File: src/rtl/bitop_pkg.sv
package bitop_pkg;

    localparam int INSTR_W = 32;
    localparam int COND_W  = 4;
    localparam int OPC_W   = 7;
    localparam int FIELD_W = 9;
    localparam int SEL_W   = 3;

    // upper opcode bits that claim an instruction for this unit
    localparam logic [OPC_W-SEL_W-1:0] GROUP_ID = 4'b0100;

    typedef struct packed {
        logic [COND_W-1:0]  cond;
        logic [OPC_W-1:0]   opc;
        logic               eff_c;
        logic               eff_z;
        logic               imm;
        logic [FIELD_W-1:0] dfld;
        logic [FIELD_W-1:0] sfld;
    } instr_t;

    typedef enum logic [SEL_W-1:0] {
        WR_CLR = 3'd0,
        WR_SET = 3'd1,
        WR_C   = 3'd2,
        WR_NC  = 3'd3,
        WR_Z   = 3'd4,
        WR_NZ  = 3'd5,
        WR_RND = 3'd6,
        WR_INV = 3'd7
    } wr_op_e;

    typedef enum logic [1:0] {
        FN_AND  = 2'd0,
        FN_OR   = 2'd1,
        FN_XOR  = 2'd2,
        FN_LOAD = 2'd3
    } flag_fn_e;

    typedef enum logic [1:0] {
        MODE_NONE  = 2'd0,
        MODE_WRITE = 2'd1,
        MODE_FLAG  = 2'd2
    } mode_e;

    typedef enum logic {
        ST_IDLE  = 1'b0,
        ST_ISSUE = 1'b1
    } st_e;

    function automatic logic flag_apply(input flag_fn_e fn, input logic f, input logic b);
        logic r;
        unique case (fn)
            FN_AND:  r = f & b;
            FN_OR:   r = f | b;
            FN_XOR:  r = f ^ b;
            FN_LOAD: r = b;
        endcase
        return r;
    endfunction

endpackage

File: src/rtl/bitop_decode.sv
module bitop_decode
    import bitop_pkg::*;
#(
    parameter int WORD_W = 32,
    localparam int IDX_W = $clog2(WORD_W)
) (
    input  instr_t            ins,
    input  logic [WORD_W-1:0] s_value,
    input  logic              c_in,
    input  logic              z_in,
    output mode_e             mode,
    output logic [SEL_W-1:0]  sel,
    output logic              upd_c,
    output logic              upd_z,
    output logic [IDX_W-1:0]  idx
);

    logic group_ok;
    logic cond_ok;
    logic [1:0] flag_pair;

    assign flag_pair = {c_in, z_in};
    assign group_ok  = (ins.opc[OPC_W-1:SEL_W] == GROUP_ID);
    assign cond_ok   = ins.cond[flag_pair];

    // index is taken from the low operand bits only
    assign idx = ins.imm ? ins.sfld[IDX_W-1:0] : s_value[IDX_W-1:0];
    assign sel = ins.opc[SEL_W-1:0];

    always_comb begin
        mode  = MODE_NONE;
        upd_c = 1'b0;
        upd_z = 1'b0;
        if (group_ok && cond_ok) begin
            if (ins.eff_c || ins.eff_z) begin
                mode  = MODE_FLAG;
                upd_c = ins.eff_c;
                upd_z = ins.eff_z;
            end else begin
                mode  = MODE_WRITE;
            end
        end
    end

endmodule

File: src/rtl/bitop_lfsr.sv
module bitop_lfsr #(
    parameter int             W    = 32,
    parameter logic [W-1:0]   SEED = 'h1ACE_B00C
) (
    input  logic clk,
    input  logic rst_n,
    output logic rnd_bit
);

    logic [W-1:0] state;
    logic         fb;

    generate
        if (W == 32) begin : g_w32
            assign fb = state[31] ^ state[21] ^ state[1] ^ state[0];
        end else if (W == 16) begin : g_w16
            assign fb = state[15] ^ state[14] ^ state[12] ^ state[3];
        end else begin : g_w8
            assign fb = state[7] ^ state[5] ^ state[4] ^ state[3];
        end
    endgenerate

    always_ff @(posedge clk) begin
        if (!rst_n) state <= SEED;
        else        state <= {state[W-2:0], fb};
    end

    assign rnd_bit = state[0];

    // a zero state would lock the generator at 0
    assert_lfsr_alive_R6: assert property (@(posedge clk) disable iff (!rst_n)
        state != '0);

endmodule

File: src/rtl/bitop_alu.sv
module bitop_alu
    import bitop_pkg::*;
#(
    parameter int WORD_W = 32,
    localparam int IDX_W = $clog2(WORD_W)
) (
    input  mode_e             mode,
    input  logic [SEL_W-1:0]  sel,
    input  logic              upd_c,
    input  logic              upd_z,
    input  logic [IDX_W-1:0]  idx,
    input  logic [WORD_W-1:0] d_value,
    input  logic              c_in,
    input  logic              z_in,
    input  logic              rnd,
    output logic [WORD_W-1:0] d_new,
    output logic              d_we,
    output logic              c_new,
    output logic              c_we,
    output logic              z_new,
    output logic              z_we
);

    logic     bit_cur;
    logic     bit_put;
    logic     opnd;
    flag_fn_e fn;

    assign bit_cur = d_value[idx];
    assign opnd    = bit_cur ^ sel[0];
    assign fn      = flag_fn_e'(sel[SEL_W-1:1]);

    always_comb begin
        unique case (wr_op_e'(sel))
            WR_CLR: bit_put = 1'b0;
            WR_SET: bit_put = 1'b1;
            WR_C:   bit_put = c_in;
            WR_NC:  bit_put = ~c_in;
            WR_Z:   bit_put = z_in;
            WR_NZ:  bit_put = ~z_in;
            WR_RND: bit_put = rnd;
            WR_INV: bit_put = ~bit_cur;
        endcase
    end

    always_comb begin
        d_new = d_value;
        d_we  = 1'b0;
        c_new = c_in;
        c_we  = 1'b0;
        z_new = z_in;
        z_we  = 1'b0;
        unique case (mode)
            MODE_WRITE: begin
                d_we       = 1'b1;
                d_new[idx] = bit_put;
            end
            MODE_FLAG: begin
                c_we = upd_c;
                z_we = upd_z;
                if (upd_c) c_new = flag_apply(fn, c_in, opnd);
                if (upd_z) z_new = flag_apply(fn, z_in, opnd);
            end
            default: begin
                d_we = 1'b0;
            end
        endcase
    end

endmodule

File: src/rtl/bitop_unit.sv
module bitop_unit
    import bitop_pkg::*;
#(
    parameter int                WORD_W    = 32,
    parameter logic [WORD_W-1:0] LFSR_SEED = 'h1ACE_B00C
) (
    input  logic              clk,
    input  logic              rst_n,
    input  logic              in_valid,
    input  logic [31:0]       instr,
    input  logic [WORD_W-1:0] d_value,
    input  logic [WORD_W-1:0] s_value,
    input  logic              c_in,
    input  logic              z_in,
    output logic              out_valid,
    output logic [WORD_W-1:0] d_result,
    output logic              d_we,
    output logic              c_next,
    output logic              c_we,
    output logic              z_next,
    output logic              z_we
);

    localparam int IDX_W = $clog2(WORD_W);

    instr_t            ins;
    mode_e             mode;
    logic [SEL_W-1:0]  sel;
    logic              upd_c, upd_z;
    logic [IDX_W-1:0]  idx;
    logic              rnd;
    logic [WORD_W-1:0] d_new;
    logic              d_we_c, c_new, c_we_c, z_new, z_we_c;

    st_e               state, state_nx;
    logic [WORD_W-1:0] d_res_q, d_hold_q;
    logic              d_we_q, c_res_q, c_we_q, z_res_q, z_we_q, c_hold_q, z_hold_q;

    assign ins = instr_t'(instr);

    bitop_decode #(.WORD_W(WORD_W)) u_decode (
        .ins     (ins),
        .s_value (s_value),
        .c_in    (c_in),
        .z_in    (z_in),
        .mode    (mode),
        .sel     (sel),
        .upd_c   (upd_c),
        .upd_z   (upd_z),
        .idx     (idx)
    );

    bitop_lfsr #(.W(WORD_W), .SEED(LFSR_SEED)) u_lfsr (
        .clk     (clk),
        .rst_n   (rst_n),
        .rnd_bit (rnd)
    );

    bitop_alu #(.WORD_W(WORD_W)) u_alu (
        .mode    (mode),
        .sel     (sel),
        .upd_c   (upd_c),
        .upd_z   (upd_z),
        .idx     (idx),
        .d_value (d_value),
        .c_in    (c_in),
        .z_in    (z_in),
        .rnd     (rnd),
        .d_new   (d_new),
        .d_we    (d_we_c),
        .c_new   (c_new),
        .c_we    (c_we_c),
        .z_new   (z_new),
        .z_we    (z_we_c)
    );

    // state register
    always_ff @(posedge clk) begin
        if (!rst_n) state <= ST_IDLE;
        else        state <= state_nx;
    end

    // transitions: ACCEPT/STREAM on in_valid, WAIT/DRAIN otherwise
    always_comb begin
        unique case (state)
            ST_IDLE:  state_nx = in_valid ? ST_ISSUE : ST_IDLE;
            ST_ISSUE: state_nx = in_valid ? ST_ISSUE : ST_IDLE;
        endcase
    end

    // result capture
    always_ff @(posedge clk) begin
        if (!rst_n) begin
            d_res_q  <= '0;
            d_hold_q <= '0;
            d_we_q   <= 1'b0;
            c_res_q  <= 1'b0;
            c_we_q   <= 1'b0;
            z_res_q  <= 1'b0;
            z_we_q   <= 1'b0;
            c_hold_q <= 1'b0;
            z_hold_q <= 1'b0;
        end else if (in_valid) begin
            d_res_q  <= d_new;
            d_hold_q <= d_value;
            d_we_q   <= d_we_c;
            c_res_q  <= c_new;
            c_we_q   <= c_we_c;
            z_res_q  <= z_new;
            z_we_q   <= z_we_c;
            c_hold_q <= c_in;
            z_hold_q <= z_in;
        end
    end

    // outputs
    always_comb begin
        out_valid = 1'b0;
        unique case (state)
            ST_IDLE:  out_valid = 1'b0;
            ST_ISSUE: out_valid = 1'b1;
        endcase
        d_result = d_res_q;
        c_next   = c_res_q;
        z_next   = z_res_q;
        d_we     = out_valid & d_we_q;
        c_we     = out_valid & c_we_q;
        z_we     = out_valid & z_we_q;
    end

    assert_valid_latency_R1: assert property (@(posedge clk) disable iff (!rst_n)
        out_valid |-> $past(in_valid));
    assert_idle_quiet_R1: assert property (@(posedge clk) disable iff (!rst_n)
        !out_valid |-> !(d_we || c_we || z_we));
    assert_single_bit_R5: assert property (@(posedge clk) disable iff (!rst_n)
        d_we |-> ($countones(d_result ^ d_hold_q) <= 1));
    assert_mode_exclusive_R9: assert property (@(posedge clk) disable iff (!rst_n)
        d_we |-> !(c_we || z_we));
    assert_word_kept_R9: assert property (@(posedge clk) disable iff (!rst_n)
        (out_valid && !d_we) |-> (d_result == d_hold_q));
    assert_c_kept_R8: assert property (@(posedge clk) disable iff (!rst_n)
        (out_valid && !c_we) |-> (c_next == c_hold_q));
    assert_z_kept_R8: assert property (@(posedge clk) disable iff (!rst_n)
        (out_valid && !z_we) |-> (z_next == z_hold_q));

endmodule

File: config.mk
export PLATFORM = sky130hd
export DESIGN_NAME = bitop_unit
export DESIGN_NICKNAME = d
export VERILOG_FILES = /design/src/rtl/bitop_pkg.sv /design/src/rtl/bitop_decode.sv /design/src/rtl/bitop_lfsr.sv /design/src/rtl/bitop_alu.sv /design/src/rtl/bitop_unit.sv
export SDC_FILE = /design/constraint.sdc
export NUM_CORES = 1
export LEC_CHECK = 0
export ABC_AREA = 1
export BUFFER_PORTS_ARGS = -buffer_cell sky130_fd_sc_hd__buf_4
export CELL_PAD_IN_SITES_DETAIL_PLACEMENT = 0
export CELL_PAD_IN_SITES_GLOBAL_PLACEMENT = 2
export CORE_MARGIN = 2
export CORE_UTILIZATION = 26
export DETAILED_ROUTE_END_ITERATION = 12
export PLACE_DENSITY_LB_ADDON = 0.1
export SLEW_MARGIN = 0
export SYNTH_ARGS = -nofsm -noshare
export SYNTH_HDL_FRONTEND = slang
export SYNTH_SLANG_ARGS = --single-unit
File: constraint.sdc
create_clock -name clk -period 2.6 [get_ports clk]
set_input_delay 0.52 -clock clk [delete_from_list [all_inputs] [get_ports clk]]
set_output_delay 0.52 -clock clk [all_outputs]
set_load 0.1 [all_outputs]
* Word level (Yosys, flattened, before mapping)
Cells that the tools add are included.
** Word-level totals
- Flip-flop bits (word level) :: 70
- Input port bits :: 101
- Word-level logic and storage cells :: 73
** Operators by class
- $lt $le $gt $ge :: 3
- Eq/ne operators :: 13
- Muxes and demuxes :: 27
- Bitwise gates (word level) :: 17
- Reduce and logical (&&, ||, !) cells :: 5
** Operators by type and width (number)
- 32-bit bitwise mux :: 1
- 32-bit two-way mux :: 1
- 1-bit two-way mux :: 15
- 3-bit == test, second input constant :: 4
- 1-bit one-hot mux with 4 select lines :: 2
- 1-bit one-hot mux with 8 select lines :: 1
- 2-bit == test, second input constant :: 3
- 3-bit by 2-bit == test with 1-bit output, second input constant :: 2
- 5-bit by 6-bit less-than comparator with 1-bit output, second input constant :: 1
- 1-bit XOR :: 6
- 1-bit AND :: 5
- 1-bit binary-select mux with 5-bit select :: 1
- 1-bit demux with 5-bit select :: 1
- 5-bit by 1-bit greater-or-equal comparator with 1-bit output, second input constant :: 1
- 5-bit two-way mux :: 1
- 2-bit by 1-bit == test with 1-bit output, second input constant :: 2
- 4-bit by 3-bit == test with 1-bit output, second input constant :: 1
- 2-bit two-way mux :: 2
- 1-bit inverter :: 4
- 3-bit by 1-bit == test with 1-bit output, second input constant :: 1
- 3-bit zero test :: 1
- 2-bit by 3-bit less-than comparator with 1-bit output, second input constant :: 1
- 1-bit binary-select mux with 2-bit select :: 1
- 1-bit logical AND :: 2
- other kinds (4) :: 5

* Logic depth before layout (Yosys ltp)
Gate-level depths: netlist of run 1.
- Word-level depth :: 8
- Gate-level depth with buffers :: 21
- Gate-level depth less buffers :: 20

* Cells and area by module
Synthesis of run 1 repeated with hierarchy kept, for this count alone.
** Second synthesis, totals
- Cell total of the unflattened synthesis :: 686
- Area total of the unflattened synthesis :: 4102.7 um^2
** By module, submodules not included
- bitop_unit :: times used 1, cells each 243, area an instance 1562.7 um^2, seq. area each 760.7 um^2
- bitop_alu :: times used 1, cells each 308, area an instance 1422.6 um^2, seq. area each 0.0 um^2
- bitop_lfsr :: times used 1, cells each 104, area an instance 943.4 um^2, seq. area each 640.6 um^2
- bitop_decode :: times used 1, cells each 31, area an instance 173.9 um^2, seq. area each 0.0 um^2

* Worst setup path after synthesis of run 1
Ideal clock, no wire load.
- Path type :: input to register
- From :: in instr[18]
- To :: reg c_res_q, in the netlist c_next
- Library setup time :: 123 ps
- Data arrival time :: 2207 ps
- Required time :: 2477 ps
- Path slack :: 270 ps
- Cell stages on the path :: 21
- Path buffers :: 2
- Cells stage by stage :: buf_6 -> nand2_8 -> nand2_8 -> buf_8 -> nand2_1 -> nand2_1 -> nand2_1 -> nand2_1 -> nand2_1 -> nand2_2 -> nor2_4 -> nand2_4 -> nand2_1 -> nand2_1 -> ha_1 -> o21ai_0 -> nand2_1 -> inv_1 -> nand2_1 -> nand2_1 -> a21oi_1
** Between the ends
- Cells in the longest elaborated chain, start to end :: 8
- Elaborated cells between the ends (all ways) :: 10
- Classes of those cells :: mux (6); bitwise (4)
** Ends and longest elaborated chain
- start, declared :: line bitop_unit.sv:10 : input logic [31:0] instr,
- 5-bit two-way mux * :: line bitop_decode.sv:27 : assign idx = ins.imm ? ins.sfld[IDX_W-1:0] : s_value[IDX_W-1:0];
- 1-bit binary-select mux with 5-bit select * :: line bitop_alu.sv:29 : assign bit_cur = d_value[idx];
- 1-bit two-way mux (not written as such) * :: line bitop_alu.sv:29
- 1-bit XOR * :: line bitop_alu.sv:30 : assign opnd = bit_cur ^ sel[0];
- 1-bit XOR (tied with other cells) :: line bitop_pkg.sv:56 : FN_XOR: r = f ^ b;
- 1-bit one-hot mux with 4 select lines * :: line bitop_pkg.sv:53 : unique case (fn)
- 1-bit two-way mux * :: line bitop_alu.sv:61 : if (upd_c) c_new = flag_apply(fn, c_in, opnd);
- 1-bit two-way mux * :: line bitop_alu.sv:53 : unique case (mode)
- end signal, assigned :: line bitop_unit.sv:107 : c_res_q <= c_new;
- end, declared :: line bitop_unit.sv:37 : logic d_we_q, c_res_q, c_we_q, z_res_q, z_we_q, c_hold_q, z_hold_q;
Every way passes the cells marked *; elsewhere a longest branch is shown, timed or not. The select of a mux whose other input is x is not followed.
A chain may end at the register's enable or synchronous reset.

* Worst setup path in the final report of run 1
Ends and elaborated chain as after synthesis.

==> results of run 1 <==
[power by group through the flow]
| stage | sequential, W | combinational [W] | clock [W] |
|---|---|---|---|
| final | 0.00116 | 0.000775 | 0.00138 |
| after global routing | 0.00117 | 0.000842 | 0.00149 |
| after CTS | 0.00116 | 0.000783 | 0.00143 |
| after detailed placement | 0.00119 | 0.000780 | 0 |
| after global placement | 0.00118 | 0.000776 | 0 |
| after floorplan | 0.00140 | 0.000320 | 0 |
[cell usage after synthesis]
cell type | count | area (µm²)
nand3_1 | 10 | 50.1
buf_2 | 5 | 25.0
o21ai_2 | 2 | 17.5
ha_1 | 2 | 25.0
buf_6 | 6 | 67.6
inv_1 | 76 | 285
xor2_1 | 1 | 8.76
dfxtp_1 | 70 | 1400
nand2_4 | 2 | 22.5
a21oi_2 | 30 | 263
nand4_1 | 38 | 238
nor3_1 | 3 | 15.0
or2_2 | 14 | 87.6
o32ai_1 | 1 | 8.76
o21ai_0 | 7 | 35.0
clkbuf_1 | 13 | 48.8
nand2_1 | 189 | 709
nor2_1 | 46 | 173
a21oi_1 | 13 | 65.1
nand4_4 | 1 | 21.3
nand2_2 | 3 | 18.8
buf_4 | 1 | 7.51
inv_2 | 3 | 11.3
o21a_1 | 32 | 240
clkinv_1 | 2 | 7.51
o21ai_1 | 2 | 10.0
xnor2_1 | 1 | 8.76
buf_8 | 1 | 15.0
dlygate4sd1_1 | 2 | 17.5
nand3b_1 | 4 | 30.0
o211ai_1 | 1 | 7.51
nor2_4 | 2 | 22.5
nand2_8 | 2 | 40.0
[worst min-delay path by stage]
stage	endpoint	slack, ps	depth (start not counted)
after floorplan	u_lfsr.state[10]	390	2
after global placement	u_lfsr.state[5]	390	2
after detailed placement	u_lfsr.state[4]	400	2
after CTS	u_lfsr.state[26]	410	2
after global routing	u_lfsr.state[26]	420	2
final	u_lfsr.state[3]	410	1
[cell usage in the layout, fill, tap and decap left out]
cell type	count
inv_6	1
inv_2	3
ha_1	2
a21oi_1	13
clkbuf_16	9
nand2_2	3
inv_1	76
nor2_4	2
nor3_1	3
dfxtp_1	70
o32ai_1	1
nor2_1	46
nand3_1	10
nand3b_1	4
bufinv_16	2
o21ai_2	2
or2_2	14
o21ai_0	7
o21a_1	32
xor2_1	1
a21oi_2	30
nand4_1	38
buf_12	3
inv_8	1
o21ai_1	2
nand2_1	189
nand4_4	1
buf_4	133
nand2_8	2
o211ai_1	1
xnor2_1	1
clkinv_1	2
clkinv_4	3
nand2_4	2
[flip-flops by register name (all words and copies together) (netlist names)]
register,cells
d_result,32
u_lfsr.state,32
c_next,1
c_we_q,1
d_we_q,1
state,1
z_next,1
z_we_q,1
[layout make-up]
cell class	count	area, µm²
tap	188	235
clock buffer	9	225
fill	1649	9700
timing repair buffer	136	1060
inverter	81	304
multi-input combinational	406	2120
sequential	70	1400
clock inverter	7	106
[logic make-up (layout without fill, tap and decap cells)]
family	Yosys count	in the layout	synth area share (%)
flops	70	70	35.0
buf+inv	109	233	12.1
compound gates	88	88	16.2
xor+xnor	2	2	0.438
simple gates	314	314	35.7
fa+ha+maj	2	2	0.625
[per-stage QoR]
stage / instances / utilization, % / hold slack, ps
global route: 897 / 36.0 / 416
global placement: 881 / 33.8 / 392
floorplan: 585 / - / 390
CTS: 897 / 36.0 / 410
detailed placement: 881 / 33.8 / 398
finish: 897 / 36.0 / 409
[routing by layer]
metal | vias to the layer above | track usage, %
met1 | 1771 | 20.7
li1 | 2102 | -
met3 | 12 | 3.09
met4 | 0 | 6.01
met2 | 88 | 24.4
met5 | - | 0
==> flow_metrics.py, run 1 <==
metrics = {
    "pwr": {
        "swShare_pct": 32.2,
        "powerDensity_nw_per_um2": 609,
        "cellLeakagePower_nw": 2.66,
        "power_frac_seq_pct": 35.0,
        "power_frac_clock_pct": 41.7,
        "power_w": 0.00332,
        "peakVddDrop_mv": 0.288,
        "p_int_w": 0.00225,
        "pwr-share-comb_pct": 23.4,
        "p_switching_w": 0.00107,
    },
    "die": {
        "die_y_um": 128,
        "core_um2": 15100,
        "dieArea_um2": 16400,
        "ioPinCount": 139,
        "initial_core_util_pct": 26.4,
        "rows": 45,
        "die_x_um": 128,
    },
    "min_path": {
        "hp-start": "u_lfsr.state[2]",
        "hold_class": "flop to flop",
    },
    "setup_path": {
        "critPathMaxFanout": 9,
        "cpMostUsedCell": "nand2_1",
        "r2r_end": "d_result[31]",
        "crit_path_end_kind": "flop",
        "arrival_ps": 2510,
        "cp.depth": 19,
        "crit_chain": "buf_4, buf_4, o21ai_2, inv_2, nand2_1, nand2_1, nand2_1, nand2_2, nor2_4, nand2_4, nand2_1, nand2_1, ha_1, o21ai_0, nand2_1, inv_1, nand2_1, nand2_1, a21oi_1",
        "critPathRequiredTime_ps": 2820,
        "reg2reg_from": "u_lfsr.state[0]",
        "rrSetupSlack_ps": 1390,
        "endpoint": "c_next",
        "rr_worst_depth": 5,
        "crit_buf_inv": 4,
        "crit_type": "input pin to flop",
        "crit_path_start": "instr[18]",
        "cpPeakStageDelay_ps": 270,
        "critical-path-top-delay-family": "simple AND/OR/NAND/NOR gates",
        "critPathLaunchType": "input pin",
        "crit_path_top_delay_cell": "ha_1",
    },
    "placement": {
        "preCtsSetupSlack_ps": -60.0,
        "postPlaceCellArea_um2": 5120,
        "hpwl_um": 9060,
        "gp_congestion": 0.753,
        "portBuffers": 98,
    },
    "timing": {
        "finalCriticalPeriod_ps": 2290,
        "max_freq_mhz": 436,
        "layout_setup_ws_ps": 308,
        "hold_viol": 0,
        "setup_violations": 0,
        "finalMaxSlewViolations": 0,
        "rsz0062_at_grt": "false",
        "clock_skew_ps": 7.73,
        "relSlewSlack_pct": 59.6,
        "setup-tns-final_ps": 0,
        "fin_crit_sh_pct": 88.1,
        "worst_slew_pin_slew_ps": 602,
    },
    "route": {
        "dr_wl_met2_um": 5370,
        "drc_errors": 0,
        "wl_met3_um": 496,
        "vias_per_cell": 4.43,
        "wl_met1_um": 6170,
        "wl_per_cell_um": 13.6,
        "drt_iter0_markers": 231,
        "wirelength_um": 12200,
        "top_layer": "met4",
        "antenna_left": 0,
        "vias": 3973,
        "firstDrtPassIters": 4,
    },
    "outcome": {
        "outcome": "complete, no violations",
    },
    "clock_network": {
        "insertion_delay_ps": 340,
        "cts_resized": 0,
        "ctsHtreeMaxLevel": 3,
        "clock_path_buffers": 2,
        "postCtsSetupBuffers": 0,
        "cts_root_buffer": "clkbuf_16",
        "clk_pin_slew_ps": 60,
        "cts_tree": "done",
        "cts_made_buffers": 9,
        "cts_hold_buffers": 0,
        "clkSinkCount": 70,
    },
    "logic_synthesis": {
        "ys_warn_count": 0,
        "synth_cell_type_count": 33,
        "syn_nets": 688,
        "avgSynthCellArea_um2": 6.84,
        "syn_inst": 585,
        "syn_area_um2": 4000,
        "ys_seq_elements": 70,
        "ys_seq_area_share_pct": 35.0,
    },
    "global_route": {
        "grt_pass1_vias": 3841,
        "grt_max_degree": 42,
        "grt_pass1_wl_um": 19700,
        "grt_antenna_before_repair": 0,
        "gr-total-overflow": 0,
        "grtUsageTotal_pct": 15.4,
    },
    "cells_and_area": {
        "diodes": 0,
        "stdcell_area_um2": 5450,
        "syn_to_final_growth_pct": 36.1,
        "final_layout_size_suffix_gt1_share_pct": 29.8,
        "nets": 807,
    },
    "job": {
        "maxCapViolCount": 0,
    },
}
No activity file was read; power rests on OpenSTA's default activity.
==> inputs of run 2 (changes only) <==
--- a/config.mk
+++ b/config.mk
@@ -8,9 +8,9 @@
 export ABC_AREA = 1
 export BUFFER_PORTS_ARGS = -buffer_cell sky130_fd_sc_hd__buf_4
 export CELL_PAD_IN_SITES_DETAIL_PLACEMENT = 0
-export CELL_PAD_IN_SITES_GLOBAL_PLACEMENT = 2
+export CELL_PAD_IN_SITES_GLOBAL_PLACEMENT = 1
 export CORE_MARGIN = 2
-export CORE_UTILIZATION = 26
+export CORE_UTILIZATION = 35
 export DETAILED_ROUTE_END_ITERATION = 12
 export PLACE_DENSITY_LB_ADDON = 0.1
 export SLEW_MARGIN = 0
==> flow_metrics.py, run 2 (same netlist as run 1, synthesis figures left out) <==
metrics = {
    "clock_network": {
        "clk_pin_slew_ps": 60,
        "clkSinkCount": 70,
        "postCtsSetupBuffers": 0,
        "cts_hold_buffers": 0,
        "clock_path_buffers": 2,
        "cts_tree": "done",
        "cts_resized": 0,
        "insertion_delay_ps": 330,
        "cts_root_buffer": "clkbuf_16",
        "ctsHtreeMaxLevel": 3,
        "cts_made_buffers": 9,
    },
    "cells_and_area": {
        "mostFrequentLayoutCell": "nand2_1",
        "diodes": 0,
        "nets": 798,
        "final_layout_size_suffix_gt1_share_pct": 28.8,
        "final_util_pct": 46.9,
        "mostFrequentLayoutCells": "189 x nand2_1, 125 x buf_4, 76 x inv_1",
        "fin_cells": 842,
        "syn_to_final_growth_pct": 32.2,
        "stdcell_area_um2": 5290,
    },
    "setup_path": {
        "crit_path_top_delay_cell": "ha_1",
        "crit_path_end_kind": "flop",
        "crit_chain": "buf_4, buf_4, o21ai_2, inv_2, nand2_1, nand2_1, nand2_1, nand2_2, nor2_4, nand2_4, nand2_1, nand2_1, ha_1, o21ai_0, nand2_1, inv_1, nand2_1, nand2_1, a21oi_1",
        "critical-path-top-delay-family": "simple AND/OR/NAND/NOR gates",
        "crit_path_start": "instr[18]",
        "arrival_ps": 2510,
        "critPathLaunchType": "input pin",
        "reg2reg_from": "u_lfsr.state[0]",
        "cpMostUsedCell": "nand2_1",
        "cpPeakStageDelay_ps": 280,
        "crit_buf_inv": 4,
        "critPathRequiredTime_ps": 2820,
        "critPathMaxFanout": 10,
        "crit_type": "input pin to flop",
    },
    "route": {
        "drt_iter0_markers": 165,
        "drc_errors": 0,
        "wirelength_um": 11100,
        "vias_per_cell": 4.67,
        "wl_per_cell_um": 13.2,
        "firstDrtPassIters": 4,
        "antenna_left": 0,
        "vias": 3932,
    },
    "outcome": {
        "outcome": "complete, no violations",
    },
    "timing": {
        "relSlewSlack_pct": 69.5,
        "finalMaxSlewViolations": 0,
        "clock_skew_ps": 6.03,
        "fin_crit_sh_pct": 88.1,
        "worst_slew_pin_slew_ps": 457,
        "setup_violations": 0,
        "hold_viol": 0,
        "max_freq_mhz": 436,
        "rsz0062_at_grt": "false",
        "finalCriticalPeriod_ps": 2290,
    },
    "placement": {
        "dp.cells": 827,
        "portBuffers": 98,
        "gp_congestion": 0.787,
        "hpwl_um": 7920,
        "postPlaceCellArea_um2": 4980,
    },
    "die": {
        "dieArea_um2": 12300,
        "die_x_um": 111,
        "rows": 39,
        "ioPinCount": 139,
        "initial_core_util_pct": 35.5,
        "core_um2": 11300,
        "die_y_um": 111,
    },
    "pwr": {
        "powerDensity_nw_per_um2": 612,
        "cellLeakagePower_nw": 2.60,
        "peakVddDrop_mv": 0.344,
        "power_w": 0.00324,
    },
    "global_route": {
        "grtUsageTotal_pct": 18.5,
        "grt_pass1_wl_um": 18600,
        "grt_pass1_vias": 3846,
        "grt_max_degree": 43,
        "grt_antenna_before_repair": 0,
        "gr-total-overflow": 0,
    },
    "min_path": {
        "hp-start": "u_lfsr.state[19]",
        "hold_class": "flop to flop",
    },
    "job": {
        "maxCapViolCount": 0,
    },
}
[run 2: cell types whose count changed in the layout (fill, tap and decap cells not counted)]
cell	change
clkinvlp_4	+1
clkinv_4	-3
buf_12	-1
buf_4	-8
clkinv_2	+2
inv_8	-1
[run 2: tightest hold or removal path, stage by stage (launching register included)]
cell and delay (ps):
dfxtp_1 300, nand2_1 50, inv_1 40
[run 2: per-layer routing]
metal	GRT usage [%]	vias up	part of all wire [%]
met4	6.50	0	1.1
met3	3.34	9	4.2
met5	0	-	0
met1	25.0	1759	49
li1	-	2079	-
met2	29.9	85	45
[run 2: final cells by class]
type	instances	area (µm²)
clock buffers	9	225
clock inverters	6	86.3
fillers	1225	5980
inverters	81	304
multi-input cells	406	2120
flip-flops and latches	70	1400
well taps	143	179
repair buffers	127	978
[run 2: final timing paths]
path	end	slack [ps]	cells past startpoint
setup / recovery	c_next	310	19
hold / removal	u_lfsr.state[20]	410	2
setup reg to reg	d_result[28]	1370	5
hold reg to reg	u_lfsr.state[20]	410	2
[run 2: per-stage QoR]
step                      setup TNS [ps]  worst slack (ps)  hold WS, ps
after floorplan                        0               270          390
after global placement             -45.8             -23.7          392
after detailed placement           -84.6             -46.3          395
after CTS                              0               295          409
after global routing                   0              58.7          428
final                                  0               309          408
[run 2: power breakdown]
group          switching [W]  internal, W
logic               0.000507     0.000250
registers          0.0000277      0.00113
clock network       0.000483     0.000834
total                0.00102      0.00222
==> inputs of run 3 (changes only) <==
--- a/config.mk
+++ b/config.mk
@@ -9,7 +9,6 @@
 export BUFFER_PORTS_ARGS = -buffer_cell sky130_fd_sc_hd__buf_4
 export CELL_PAD_IN_SITES_DETAIL_PLACEMENT = 0
 export CELL_PAD_IN_SITES_GLOBAL_PLACEMENT = 1
-export CORE_MARGIN = 2
 export CORE_UTILIZATION = 35
 export DETAILED_ROUTE_END_ITERATION = 12
 export PLACE_DENSITY_LB_ADDON = 0.1
==> flow_metrics.py, run 3 (same netlist as run 1, synthesis figures left out) <==
metrics = {
    "outcome": {
        "outcome": "complete, no violations",
    },
    "die": {
        "core_um2": 11000,
        "ioPinCount": 139,
        "die_y_um": 109,
        "initial_core_util_pct": 36.5,
        "dieArea_um2": 11900,
        "die_x_um": 109,
        "rows": 38,
    },
    "global_route": {
        "gr-total-overflow": 0,
        "grt_antenna_before_repair": 0,
        "grt_pass1_vias": 3684,
        "grt_max_degree": 43,
        "grt_pass1_wl_um": 17700,
        "grtUsageTotal_pct": 19.6,
    },
    "clock_network": {
        "ctsHtreeMaxLevel": 3,
        "clk_pin_slew_ps": 50,
        "cts_root_buffer": "clkbuf_16",
        "cts_resized": 0,
        "clock_path_buffers": 2,
        "postCtsSetupBuffers": 0,
        "cts_made_buffers": 9,
        "clkSinkCount": 70,
        "insertion_delay_ps": 340,
        "cts_hold_buffers": 0,
        "cts_tree": "done",
    },
    "timing": {
        "finalMaxSlewViolations": 0,
        "worst_slew_pin_slew_ps": 456,
        "clock_skew_ps": 7.32,
        "finalCriticalPeriod_ps": 2340,
        "relSlewSlack_pct": 69.4,
        "hold_viol": 0,
        "rsz0062_at_grt": "false",
        "fin_crit_sh_pct": 90.0,
        "setup_violations": 0,
        "layout_setup_ws_ps": 261,
        "setup-tns-final_ps": 0,
        "max_freq_mhz": 427,
    },
    "setup_path": {
        "r2r_end": "d_result[28]",
        "rrSetupSlack_ps": 1390,
        "crit_path_end_kind": "flop",
        "cpPeakStageDelay_ps": 280,
        "critPathMaxFanout": 8,
        "crit_chain": "buf_4, buf_4, o21ai_1, inv_1, nand2_1, nor2_1, nand2_1, nand2_2, nor2_4, nand2_4, nand2_1, nand2_1, ha_1, o21ai_0, nand2_1, inv_1, nand2_1, nand2_1, a21oi_1",
        "critPathLaunchType": "input pin",
        "cpMostUsedCell": "nand2_1",
        "arrival_ps": 2570,
        "reg2reg_from": "u_lfsr.state[0]",
        "crit_type": "input pin to flop",
        "rr_worst_depth": 5,
        "critPathRequiredTime_ps": 2830,
        "crit_path_top_delay_cell": "ha_1",
    },
    "cells_and_area": {
        "stdcell_area_um2": 5270,
        "final_layout_size_suffix_gt1_share_pct": 28.6,
        "nFillCells": 1147,
        "multi_input_area_um2": 2120,
        "diodes": 0,
        "seq_area_um2": 1400,
        "mostFrequentLayoutCells": "189 x nand2_1, 124 x buf_4, 76 x inv_1",
        "syn_to_final_growth_pct": 31.6,
        "nets": 797,
        "mostFrequentLayoutCell": "nand2_1",
    },
    "pwr": {
        "p_switching_w": 0.00101,
        "pwr-share-comb_pct": 23.9,
        "swShare_pct": 31.9,
        "power_frac_clock_pct": 39.3,
        "peakVddDrop_mv": 0.380,
        "power_frac_seq_pct": 36.8,
        "cellLeakagePower_nw": 2.58,
        "p_int_w": 0.00215,
        "powerDensity_nw_per_um2": 599,
    },
    "route": {
        "drt_iter0_markers": 192,
        "vias": 3878,
        "antenna_left": 0,
        "drc_errors": 0,
        "wirelength_um": 11000,
        "wl_per_cell_um": 13.1,
        "vias_per_cell": 4.62,
        "firstDrtPassIters": 4,
    },
    "placement": {
        "hpwl_um": 7790,
        "postPlaceCellArea_um2": 4970,
        "preCtsSetupSlack_ps": -83.5,
        "portBuffers": 98,
        "gp_congestion": 0.807,
    },
    "min_path": {
        "whs_path_depth": 1,
        "hold_class": "flop to flop",
        "min_to": "u_lfsr.state[19]",
        "hp-start": "u_lfsr.state[18]",
    },
    "job": {
        "maxCapViolCount": 0,
    },
}
[run 3: area by class of cell]
| cell class | count | share of cell area [%] |
|---|---|---|
| clock buffers | 11 | 4.61 |
| clock inverters | 5 | 1.12 |
| inverters | 81 | 5.77 |
| multi-input cells | 406 | 40.2 |
| flip-flops and latches | 70 | 26.6 |
| well taps | 140 | 3.32 |
| repair buffers | 126 | 18.4 |
[run 3: critical path, delay by kind of cell]
kind,cells,cell delay (ps)
compound gates,3,450
simple gates,11,850
fa+ha+maj,1,280
buf+inv,4,440
[run 3: how the worst max path moves through the flow]
stage	startpoint	endpoint	slack, ps
2_1_floorplan	instr[18]	c_next	270
3_3_place_gp	instr[18]	z_next	-60
3_5_place_dp	instr[18]	c_next	-80
4_1_cts	instr[18]	c_next	270
5_1_grt	instr[18]	z_next	6
6_report	instr[18]	z_next	260
[run 3: metrics by stage]
step	std cells	power [W]	hold slack, ps	util, %
finish	839	0.00316	408	48.0
global placement	823	0.00194	392	45.2
detailed placement	823	0.00194	397	45.2
global route	839	0.00331	418	48.0
floorplan	585	0.00172	390	-
CTS	839	0.00320	410	48.0
[run 3: metal layers]
| layer | global-route usage (%) | part of all wire, % |
|---|---|---|
| met1 | 25.1 | 48 |
| met2 | 31.6 | 45 |
| met3 | 5.86 | 6.2 |
| met4 | 5.50 | 1.2 |
| met5 | 0 | 0 |
[run 3: power by group through the flow]
| stage | Combinational (W) | Clock, W | Sequential, W |
|---|---|---|---|
| after floorplan | 0.000320 | 0 | 0.00140 |
| after global placement | 0.000751 | 0 | 0.00118 |
| after detailed placement | 0.000757 | 0 | 0.00118 |
| after CTS | 0.000760 | 0.00128 | 0.00116 |
| after global routing | 0.000819 | 0.00132 | 0.00117 |
| final | 0.000755 | 0.00124 | 0.00116 |
